`src/rtl/lerr_pkg.sv`:
```
package lerr_pkg;

    localparam int unsigned STAT_W = 32;
    typedef logic [STAT_W-1:0] stat_t;

    // flag positions that neighbours decode
    localparam int unsigned B_EXCH    = 26;
    localparam int unsigned B_UNKFRM  = 25;
    localparam int unsigned B_XPORT   = 24;
    localparam int unsigned B_LSEQ    = 23;
    localparam int unsigned B_NAK     = 22;
    localparam int unsigned B_CRC     = 21;
    localparam int unsigned B_DEC     = 19;
    localparam int unsigned B_WAKE    = 18;
    localparam int unsigned B_PRDY    = 16;
    localparam int unsigned B_MEMABT  = 11;
    localparam int unsigned B_PROTO   = 10;
    localparam int unsigned B_XIENT   = 8;
    localparam int unsigned B_RCOMM   = 1;
    localparam int unsigned B_RDATA   = 0;

    // group of flags that halts the data mover
    localparam int unsigned HALT_LO = 8;
    localparam int unsigned HALT_HI = 11;

    localparam stat_t LIVE_MASK =
        (stat_t'(1) << B_EXCH)   | (stat_t'(1) << B_UNKFRM) |
        (stat_t'(1) << B_XPORT)  | (stat_t'(1) << B_LSEQ)   |
        (stat_t'(1) << B_NAK)    | (stat_t'(1) << B_CRC)    |
        (stat_t'(1) << B_DEC)    | (stat_t'(1) << B_WAKE)   |
        (stat_t'(1) << B_PRDY)   | (stat_t'(1) << B_MEMABT) |
        (stat_t'(1) << B_PROTO)  | (stat_t'(1) << B_XIENT)  |
        (stat_t'(1) << B_RCOMM)  | (stat_t'(1) << B_RDATA);

    typedef struct packed {
        logic lvl;
        logic armed;
    } phy_watch_t;

endpackage

```
`src/rtl/lerr_phy_watch.sv`:
```
module lerr_phy_watch
    import lerr_pkg::*;
(
    input  logic clk,
    input  logic rst_n,
    input  logic phy_ready,
    output logic lvl_chg
);

    phy_watch_t st_d, st_q;

    always_comb begin
        st_d       = st_q;
        st_d.lvl   = phy_ready;
        st_d.armed = 1'b1;
    end

    always_ff @(posedge clk or negedge rst_n) begin
        if (!rst_n) st_q <= '0;
        else        st_q <= st_d;
    end

    // no event until one real sample has been taken after reset
    assign lvl_chg = st_q.armed & (phy_ready ^ st_q.lvl);

    assert_level_change_seen_R6: assert property (@(posedge clk) disable iff (!rst_n)
        (st_q.armed && (phy_ready != $past(phy_ready))) |-> lvl_chg);

endmodule

```
`src/rtl/lerr_event_map.sv`:
```
module lerr_event_map
    import lerr_pkg::*;
(
    input  logic  cominit_pulse,
    input  logic  prdy_chg,
    input  logic  evt_unk_frame,
    input  logic  evt_xport_trans,
    input  logic  evt_link_seq,
    input  logic  evt_nak_hs,
    input  logic  evt_crc,
    input  logic  evt_decode,
    input  logic  evt_comm_wake,
    input  logic  evt_mem_abort,
    input  logic  evt_protocol,
    input  logic  evt_xient_integrity,
    input  logic  evt_recov_comm,
    input  logic  evt_recov_integrity,
    output stat_t set_vec
);

    always_comb begin
        set_vec           = '0;
        set_vec[B_EXCH]   = cominit_pulse;
        set_vec[B_UNKFRM] = evt_unk_frame;
        set_vec[B_XPORT]  = evt_xport_trans;
        set_vec[B_LSEQ]   = evt_link_seq;
        set_vec[B_NAK]    = evt_nak_hs;
        set_vec[B_CRC]    = evt_crc;
        set_vec[B_DEC]    = evt_decode;
        set_vec[B_WAKE]   = evt_comm_wake;
        set_vec[B_PRDY]   = prdy_chg;
        set_vec[B_MEMABT] = evt_mem_abort;
        set_vec[B_PROTO]  = evt_protocol;
        set_vec[B_XIENT]  = evt_xient_integrity;
        set_vec[B_RCOMM]  = evt_recov_comm;
        set_vec[B_RDATA]  = evt_recov_integrity;
    end

endmodule

```
`src/rtl/lerr_sticky_bank.sv`:
```
module lerr_sticky_bank #(
    parameter int unsigned         W    = 32,
    parameter logic [W-1:0]        MASK = '1
) (
    input  logic         clk,
    input  logic         rst_n,
    input  logic [W-1:0] set_vec,
    input  logic         clr_en,
    input  logic [W-1:0] clr_vec,
    output logic [W-1:0] bits_q
);

    for (genvar gi = 0; gi < W; gi++) begin : g_bit
        if (MASK[gi]) begin : g_live
            logic b_d, b_q;
            // set has priority over a same-cycle clear
            always_comb b_d = set_vec[gi] | (b_q & ~(clr_en & clr_vec[gi]));
            always_ff @(posedge clk or negedge rst_n) begin
                if (!rst_n) b_q <= 1'b0;
                else        b_q <= b_d;
            end
            assign bits_q[gi] = b_q;
        end else begin : g_tied
            logic unused_in;
            assign unused_in  = set_vec[gi] ^ clr_vec[gi];
            assign bits_q[gi] = 1'b0;
        end
    end

    assert_set_beats_clear_R4: assert property (@(posedge clk) disable iff (!rst_n)
        rst_n |=> ((bits_q & $past(set_vec & MASK)) == $past(set_vec & MASK)));

    assert_w1c_clears_R3: assert property (@(posedge clk) disable iff (!rst_n)
        rst_n |=> ((bits_q & ~$past(set_vec) & ($past(clr_en) ? $past(clr_vec) : '0)) == '0));

    assert_zero_write_holds_R3: assert property (@(posedge clk) disable iff (!rst_n)
        rst_n |=> (((bits_q ^ $past(bits_q)) & ~$past(set_vec)
                    & ~($past(clr_en) ? $past(clr_vec) : '0)) == '0));

endmodule

```
`src/rtl/link_err_status.sv`:
```
module link_err_status
    import lerr_pkg::*;
(
    input  logic        clk,
    input  logic        rst_n,
    input  logic        csr_wr_en,
    input  logic [31:0] csr_wr_data,
    output logic [31:0] csr_rd_data,
    input  logic        phy_ready,
    input  logic        cominit_pulse,
    input  logic        evt_unk_frame,
    input  logic        evt_xport_trans,
    input  logic        evt_link_seq,
    input  logic        evt_nak_hs,
    input  logic        evt_crc,
    input  logic        evt_decode,
    input  logic        evt_comm_wake,
    input  logic        evt_mem_abort,
    input  logic        evt_protocol,
    input  logic        evt_xient_integrity,
    input  logic        evt_recov_comm,
    input  logic        evt_recov_integrity,
    output logic        stop_xfer,
    output logic        conn_change,
    output logic        phy_ready_change
);

    logic  prdy_chg;
    stat_t set_vec;
    stat_t stat_q;

    lerr_phy_watch u_phy_watch (
        .clk       (clk),
        .rst_n     (rst_n),
        .phy_ready (phy_ready),
        .lvl_chg   (prdy_chg)
    );

    lerr_event_map u_event_map (
        .cominit_pulse       (cominit_pulse),
        .prdy_chg            (prdy_chg),
        .evt_unk_frame       (evt_unk_frame),
        .evt_xport_trans     (evt_xport_trans),
        .evt_link_seq        (evt_link_seq),
        .evt_nak_hs          (evt_nak_hs),
        .evt_crc             (evt_crc),
        .evt_decode          (evt_decode),
        .evt_comm_wake       (evt_comm_wake),
        .evt_mem_abort       (evt_mem_abort),
        .evt_protocol        (evt_protocol),
        .evt_xient_integrity (evt_xient_integrity),
        .evt_recov_comm      (evt_recov_comm),
        .evt_recov_integrity (evt_recov_integrity),
        .set_vec             (set_vec)
    );

    lerr_sticky_bank #(
        .W    (STAT_W),
        .MASK (LIVE_MASK)
    ) u_bank (
        .clk     (clk),
        .rst_n   (rst_n),
        .set_vec (set_vec),
        .clr_en  (csr_wr_en),
        .clr_vec (csr_wr_data),
        .bits_q  (stat_q)
    );

    assign csr_rd_data      = stat_q;
    assign stop_xfer        = |stat_q[HALT_HI:HALT_LO];
    assign conn_change      = stat_q[B_EXCH];
    assign phy_ready_change = stat_q[B_PRDY];

    assert_halt_event_stops_R9: assert property (@(posedge clk) disable iff (!rst_n)
        (evt_mem_abort || evt_protocol || evt_xient_integrity) |=> stop_xfer);

    assert_cominit_flags_R5: assert property (@(posedge clk) disable iff (!rst_n)
        cominit_pulse |=> conn_change);

endmodule

```
`config.mk`:
```
export PLATFORM = sky130hd
export DESIGN_NAME = link_err_status
export DESIGN_NICKNAME = d
export VERILOG_FILES = /design/src/rtl/lerr_pkg.sv /design/src/rtl/lerr_phy_watch.sv /design/src/rtl/lerr_event_map.sv /design/src/rtl/lerr_sticky_bank.sv /design/src/rtl/link_err_status.sv
export SDC_FILE = /design/constraint.sdc
export NUM_CORES = 1
export LEC_CHECK = 0
export BUFFER_PORTS_ARGS = -buffer_cell sky130_fd_sc_hd__buf_2
export CELL_PAD_IN_SITES_DETAIL_PLACEMENT = 0
export CELL_PAD_IN_SITES_GLOBAL_PLACEMENT = 1
export CORE_MARGIN = 4
export CORE_UTILIZATION = 25
export DETAILED_ROUTE_END_ITERATION = 12
export GPL_ROUTABILITY_DRIVEN = 0
export PLACE_DENSITY_LB_ADDON = 0.25
export RECOVER_POWER = 25
export SETUP_SLACK_MARGIN = 0.5
export SYNTH_ARGS = -nofsm -noshare
export SYNTH_HDL_FRONTEND = slang
export SYNTH_SLANG_ARGS = --single-unit
```
`constraint.sdc`:
```
create_clock -name clk -period 1.79 [get_ports clk]
set_clock_uncertainty 0.1 [all_clocks]
set_input_delay 0.2685 -clock clk [delete_from_list [all_inputs] [get_ports clk]]
set_output_delay 0.2685 -clock clk [all_outputs]
set_load 0.005 [all_outputs]
```
==> results by stage, run 1 <==
Status:
- The run finished with clean final reports.

Setup path:
- The cell family contributing the most delay on the critical path is flip-flops.
- The data arrival time of the critical path is roughly 1.2 ns.
- STA classifies the critical path endpoint as an output port.
- For this run, the slowest stage of the critical path takes 0.38 ns.
- Walking the worst path, the cells encountered are or3_1 -> buf_2.
- Along the worst path, the maximum fanout reaches 2.
- The critical path is of the flip-flop to output port type.
- The count of buffer and inverter cells on the critical path is 1.
- The required time at the endpoint of the critical path is 1.42 ns.
- The worst setup path is launched from a flip-flop.
- Among all stages on the critical path, the largest delay is contributed by sky130_fd_sc_hd__dfrtp_1.

Die:
- The die is between 60 and 70 µm wide.
- The number of top-level pins is 84.
- Measured along the y axis, the die boundary spans between 60 and 70 µm.
- The region available for standard cell placement spans around 3100 µm².
- The initial utilization of the core area, before any placement, comes to 0.266.
- The initialized floorplan defines 20 standard-cell rows.
- The die footprint is 4320 µm².

Synthesis:
- The adder-cell share of the synthesized area is 0.
- The mean instance size in the synthesized netlist is between 10 and 15 µm².
- In this run, synthesis produced a sequential element count of 16.
- Of the synthesized area, sequential elements account for 0.480.
- Of the total synthesized cell area, the portion taken by XOR and XNOR cells is 0.0105.
- The number of synthesis warnings is 0.
- The share of cell area taken by muxes after synthesis is 0.
- The synthesized-area fraction occupied by ao, oa, aoi and oai cells is 0.128.
- The combinational family with the most area after synthesis is buffers and inverters.
- Of the total synthesized cell area, the portion taken by AND, OR, NAND and NOR gates is 0.0706.
- The number of instances in the synthesized netlist is 81.
- In this run the cell area of the synthesized design comes to ~830 µm².
- The number of unique standard cell types used by synthesis is 9.

Global routing:
- The initial antenna violation count is 0.
- Entering global routing, the biggest net connects 17 pins.
- The global-route wire length before repair is between 2000 and 3000 µm.
- For this run, the total global-route usage over all layers was measured as 0.0814.
- The via count of the first global-routing pass is between 500 and 600.
- Summed over all layers, the global routing overflow is 0.

Power:
- For this design the ratio of total power to cell area is 748 nW/µm².
- IR analysis of the VDD net gives a maximum drop of around 270 µV.
- The static leakage power is 0.537 nW.

Route:
- The pre-antenna-repair detailed-routing pass consisted of 2 iterations.
- The average wire per cell in the routed design is about 10 µm.
- In the routed layout, each cell is associated on average with a via count of roughly 3.6.
- The starting DRC count in detailed routing is 7.
- In the routed design, unresolved DRC markers number 0.
- Summing over every cut layer, the via total after detailed routing is roughly 600.
- Once detail routing completed, the nets flagged for antenna violations numbered 0.
- The total length of routed wires is roughly 1700 µm.

Final layout:
- Once layout is done, the placed cells without fillers occupy ~1000 µm².
- The area growth from synthesis to layout is 24.8%.
- The final-stage net count is ~170.
- The number of antenna diodes in the final layout is 0.
- The share of post-route cells with drive strength above 1 is 0.434.

Clock network:
- TritonCTS created 3 clock buffers.
- CTS saw 16 sinks.
- The cell chosen for the clock root is sky130_fd_sc_hd__clkbuf_4.
- The clock-pin slew on the worst setup and hold paths is approximately 0.1 ns.
- TritonCTS built the clock tree.
- The clock latency at the later pin of the worst-skew pair is a little under 0.3 ns.
- The longest clock path from root to sink contains 2 buffers.
- CTS built an H-tree with a depth of 1.

STA:
- The count of pins over their slew limit was 0.
- The number of hold violations in the final report came to 0.
- The ratio of final minimum period to clock period is 0.850.
- The setup violation total in the final timing report is 0.
- The minimum clock period is 1.52 ns.
- After routing, the total negative slack on setup checks comes to 0 ns.
- Based on the critical path, the design can be clocked at up to 657 MHz.
- The measured slew at the worst slew-check pin is ~0.88 ns.
- Setup repair after global routing could not meet its margin everywhere.
- The worst-case headroom to the max-slew limit is 0.412.

Job:
- Across the run, the number of max-cap violations was 0.

Place:
- Once detailed placement completed, the half-perimeter wirelength came to roughly 1300 µm.
- The placed standard-cell area is between 900 and 1000 µm².
- The quantity of I/O buffers inserted on ports is 47.

Min path:
- The path category of the worst min-delay check is input port to flip-flop.
==> final timing paths <==
path	from	endpoint	slack, ns	cells past startpoint
max in group asynchronous	rst_n	u_bank.g_bit[10].g_live.b_q	0.55	2
worst min-delay path	evt_xient_integrity	u_bank.g_bit[8].g_live.b_q	0.05	2
worst max register to register	u_bank.g_bit[8].g_live.b_q	u_bank.g_bit[8].g_live.b_q	0.83	3
worst min register to register	u_phy_watch.st_q[0]	u_bank.g_bit[16].g_live.b_q	0.38	1
worst max-delay path	u_bank.g_bit[10].g_live.b_q	stop_xfer	0.27	2
min in group asynchronous	rst_n	u_bank.g_bit[0].g_live.b_q	0.50	2
==> state kept, by name, indices dropped and copies added, names as in the netlist <==
name	flops
u_bank.g_bit.g_live.b_q	14
u_phy_watch.st_q	2
==> report_power, final <==
| group | internal [W] | total [W] | switching, W | leakage [nW] |
|---|---|---|---|---|
| combinational | 0.0000736 | 0.000130 | 0.0000567 | 0.351 |
| sequential | 0.000386 | 0.000399 | 0.0000131 | 0.165 |
| clock | 0.000124 | 0.000248 | 0.000124 | 0.0210 |
| total | 0.000583 | 0.000777 | 0.000194 | 0.537 |
==> cell usage in the layout (no fill, tap or decap) <==
cell type,netlist,layout
sky130_fd_sc_hd__clkbuf_4,0,3
sky130_fd_sc_hd__buf_4,32,2
sky130_fd_sc_hd__or3_1,1,1
sky130_fd_sc_hd__conb_1,2,19
sky130_fd_sc_hd__buf_2,0,43
sky130_fd_sc_hd__clkbuf_1,0,2
sky130_fd_sc_hd__nand2_1,14,14
sky130_fd_sc_hd__a21o_1,13,13
sky130_fd_sc_hd__xor2_1,1,1
sky130_fd_sc_hd__dlygate4sd3_1,0,2
sky130_fd_sc_hd__dfrtp_1,16,16
sky130_fd_sc_hd__a22o_1,1,1
sky130_fd_sc_hd__clkbuf_8,0,1
sky130_fd_sc_hd__buf_6,1,4
==> worst register-to-register path, stage by stage (launching register included) <==
cell and delay [ns]:
sky130_fd_sc_hd__dfrtp_1 0.39, sky130_fd_sc_hd__buf_4 0.13, sky130_fd_sc_hd__buf_6 0.10, sky130_fd_sc_hd__a21o_1 0.14
==> synth_stat cells, drive strengths merged <==
library cell | number | area share
buf | 33 | 0.30
nand2 | 14 | 0.063
a22o | 1 | 0.011
conb | 2 | 0.0090
dfrtp | 16 | 0.48
a21o | 13 | 0.12
xor2 | 1 | 0.011
or3 | 1 | 0.0075
==> area by class of cell <==
cell class	instances	area (µm²)
timing repair buffer	53	303
sequential	16	400
multi-input combinational	49	245
clock buffer	4	36.3
tap	44	55.1
fill	344	2090
==> routing by layer <==
layer / vias to the layer above / global-route usage / part of all wire
met1: 269 / 0.105 / 0.39
met2: 41 / 0.121 / 0.47
li1: 291 / - / -
met5: - / 0 / 0
met4: 0 / 0.0155 / 0
met3: 0 / 0.0427 / 0.14
==> logic make-up after synthesis <==
kind of cell           Yosys count
AO/OA/AOI/OAI                   14
buffers and inverters           33
other                            2
AND/OR/NAND/NOR                 15
flip-flops                      16
XOR/XNOR                         1
==> stage by stage <==
stage | total power [W] | hold slack, ns | utilization | cells | setup WS [ns]
floorplan | 0.000508 | -0.127 | - | 98 | 0.683
global placement | 0.000519 | 0.111 | 0.299 | 156 | 0.564
detailed placement | 0.000522 | 0.111 | 0.299 | 156 | 0.558
CTS | 0.000789 | 0.0292 | 0.322 | 164 | 0.247
global route | 0.000838 | 0.0242 | 0.332 | 166 | 0.210
finish | 0.000777 | 0.0465 | 0.332 | 166 | 0.268
==> what timing repair did <==
item                                    in CTS  in global routing
endpoints found under the hold margin       17                  0
setup buffers                                2                  2
hold buffers                                 2                  0
pin swaps                                    1                  0
resized for setup                            0                  4
endpoints found under the setup margin       1                  3
Power figures use the tool's default switching activity.
==> run 2, diff against run 1 <==
--- a/config.mk
+++ b/config.mk
@@ -12,7 +12,7 @@
 export CORE_UTILIZATION = 25
 export DETAILED_ROUTE_END_ITERATION = 12
 export GPL_ROUTABILITY_DRIVEN = 0
-export PLACE_DENSITY_LB_ADDON = 0.25
+export PLACE_DENSITY = 0.88
 export RECOVER_POWER = 25
 export SETUP_SLACK_MARGIN = 0.5
 export SYNTH_ARGS = -nofsm -noshare
==> run 2 against run 1 <==
  * Die area unchanged
  * Register-to-register slack improved by 0.06 ns
  * Via count shrank 3.3%
  * Highest routed layer unchanged
==> results by stage, run 2 (synthesis gave the netlist of run 1 again) <==
Final layout:
- From synthesis to final layout, the design area changed by 18.2%.
- Counting the fill cells in the layout gives between 300 and 400.
- The flip-flop count of the largest register after layout is 14.
- The library cell used most frequently in the layout, excluding fill and tap cells, is sky130_fd_sc_hd__buf_2.
- The multi-input gate area in the final layout is 245 µm².
- In the final layout, the registers with the most flip-flops are u_bank.g_bit.g_live.b_q (14), u_phy_watch.st_q (2).
- Counting flops per register, the top entry is u_bank.g_bit.g_live.b_q.
- Registers take ~400 µm².
- 0 antenna diodes ended up in the layout.
- After the last flow step, the layout net total stands at around 170.
- In the final layout, the share of cells above drive strength 1 is 0.424.
- In the layout the commonest cells are 46 x sky130_fd_sc_hd__buf_2, 19 x sky130_fd_sc_hd__conb_1, 16 x sky130_fd_sc_hd__dfrtp_1, 14 x sky130_fd_sc_hd__nand2_1, 13 x sky130_fd_sc_hd__a21o_1.

STA:
- The measured slew at the worst slew-check pin is around 0.57 ns.
- After routing, the total negative slack on setup checks comes to 0 ns.
- The worst path meets setup with 0.282 ns of slack.
- The minimum clock period is 1.51 ns.
- The count of pins over their slew limit is 0.
- The worst-case headroom to the max-slew limit is 0.622.
- Dividing the final minimum period by the clock period gives 0.842.
- The setup violation total in the final timing report is 0.
- The number of hold violations in the final report was 0.
- The maximum clock rate is around 660 MHz.
- Setup repair after global routing could not meet its margin everywhere.

Die:
- The area of the core region is roughly 3100 µm².
- In this run the vertical extent of the chip is between 60 and 70 µm.
- The die width is approximately 66 µm.
- The die footprint is ~4300 µm².
- The number of top-level pins is between 80 and 90.
- The effective utilization at floorplan is 0.266.
- After floorplanning, the core was divided into 20 placement rows.

Setup path:
- The critical path's slowest cell is sky130_fd_sc_hd__dfrtp_1.
- Traced cell by cell, the critical path runs through or3_1 -> buf_2.
- The type of the worst setup path is flip-flop to output port.
- The kind of end point of the critical path is an output port.
- The sort of element at the start of the critical path is a flip-flop.
- Of all nets on the critical path, the largest fanout is 2.
- On the worst path, the slowest cell contributes a delay of 0.38 ns.
- Measured in cells, the most critical reg-to-reg path has a length of 2.
- The data arrival time of the critical path is 1.14 ns.
- Broken down by cell family, the worst path's largest delay share belongs to flip-flops.
- The count of buffer and inverter cells on the critical path is 1.
- Data on the critical path is required at its endpoint by roughly 1.4 ns.
- The critical path runs through a total of 2 cells.

Clock network:
- For this design, the sink count on the clock tree is 16.
- The later pin in the worst-skew pair is clocked with a latency of 0.27 ns.
- The number of clock buffers added by TritonCTS is 3.
- Clock-pin slew was measured on the worst setup and hold paths at approximately 0.090 ns.
- The cell chosen for the clock root is sky130_fd_sc_hd__clkbuf_4.
- The number of instances resized during post-cts repair is 0.
- The worst-case clock buffer depth is 2.
- The CTS H-tree depth is 1.
- The clock tree from TritonCTS is built.

Route:
- The first detailed-routing pass ran for 2 iterations.
- Wires add up to 1660 µm.
- For this block, the initial DRC count from the detailed router was 8.
- The count of antenna-violating nets left after detailed routing is 0.
- The average wire per cell in the routed design is slightly above 10 µm.
- Summing over every cut layer, the via total after detailed routing is just under 600.
- The average via count per standard cell is around 3.6.
- After detailed routing, the number of remaining DRC violations is 0.

Min path:
- Counting instances, the worst hold path has a depth of 2.
- The path category of the worst min-delay check is input port to flip-flop.

Global routing:
- The initial antenna violation count is 0.
- After global routing the overflow that remains totals 0.
- Entering global routing, the biggest net connects 17 pins.
- For this run, the total global-route usage over all layers was measured as 0.0781.
- The via count of the first global-routing pass is 586.
- The first global-routing pass estimated about 2600 µm of wire.

Power:
- The static leakage power is around 0.5 nW.
- The total power divided by cell area is 710 nW/µm².
- Across the VDD grid, the largest voltage drop is between 300 and 400 µV.

Place:
- Prior to clock tree synthesis, the placed netlist has a worst setup slack of about 0.58 ns.
- The count of buffers added on input and output ports is 47.
- Detailed placement finished with a half-perimeter wire length of ~1400 µm.

Job:
- Across the run, the number of max-cap violations was 0.

Status:
- The run finished with clean final reports.
## run 2: cell types whose count changed in the layout (fill, tap and decap cells not counted)
cell / change
sky130_fd_sc_hd__buf_2: +3
sky130_fd_sc_hd__clkbuf_8: -1
sky130_fd_sc_hd__clkbuf_1: -1
sky130_fd_sc_hd__buf_6: -4
sky130_fd_sc_hd__buf_4: -1
## run 2: what timing repair did
action	CTS	global route
hold endpoints to repair	16	1
buffers inserted	1	0
hold buffers	1	1
cloned	0	0
setup endpoints to repair	1	2
## run 2: layout make-up
| class | count | share of cell area |
|---|---|---|
| Clock buffer | 3 | 0.0229 |
| Multi-Input combinational cell | 49 | 0.249 |
| Sequential cell | 16 | 0.407 |
| Tap cell | 44 | 0.0559 |
| Timing Repair Buffer | 50 | 0.266 |
## run 2: worst paths after layout
path                            slack, ns                          end                        start
worst max-delay path                 0.28                    stop_xfer   u_bank.g_bit[8].g_live.b_q
worst min-delay path                 0.06  u_bank.g_bit[26].g_live.b_q                cominit_pulse
worst max register to register       0.89  u_bank.g_bit[16].g_live.b_q          u_phy_watch.st_q[1]
worst min register to register       0.38  u_bank.g_bit[18].g_live.b_q  u_bank.g_bit[18].g_live.b_q
max in group asynchronous            0.98   u_bank.g_bit[0].g_live.b_q                        rst_n
min in group asynchronous            0.34  u_bank.g_bit[10].g_live.b_q                        rst_n
## run 2: power breakdown
group / leakage (nW) / internal (W) / switching (W)
combinational: 0.331 / 0.0000635 / 0.0000544
clock: 0.0138 / 0.0000779 / 0.000104
sequential: 0.165 / 0.000386 / 0.0000130
## run 2: routing by layer
layer  part of all wire  vias up  global-route usage
met4                  0        0                   0
met5                  0        -                   0
met1               0.36      261              0.0811
met3               0.13        0              0.0308
li1                   -      281                   -
met2               0.51       39               0.154
## run 2: worst register-to-register path: stages, from the launching register on
cell and delay (ns):
sky130_fd_sc_hd__dfrtp_1 0.38, sky130_fd_sc_hd__xor2_1 0.16, sky130_fd_sc_hd__a22o_1 0.17
## run 2: stage by stage
step | util | power [W] | cells | hold WS [ns] | instance area [µm²]
floorplan | - | 0.000508 | 98 | -0.127 | 897
detailed placement | 0.299 | 0.000523 | 156 | 0.110 | 936
global route | 0.315 | 0.000758 | 162 | 0.0417 | 985
global placement | 0.299 | 0.000518 | 156 | 0.106 | 936
finish | 0.315 | 0.000699 | 162 | 0.0610 | 985
CTS | 0.312 | 0.000720 | 161 | 0.00674 | 976
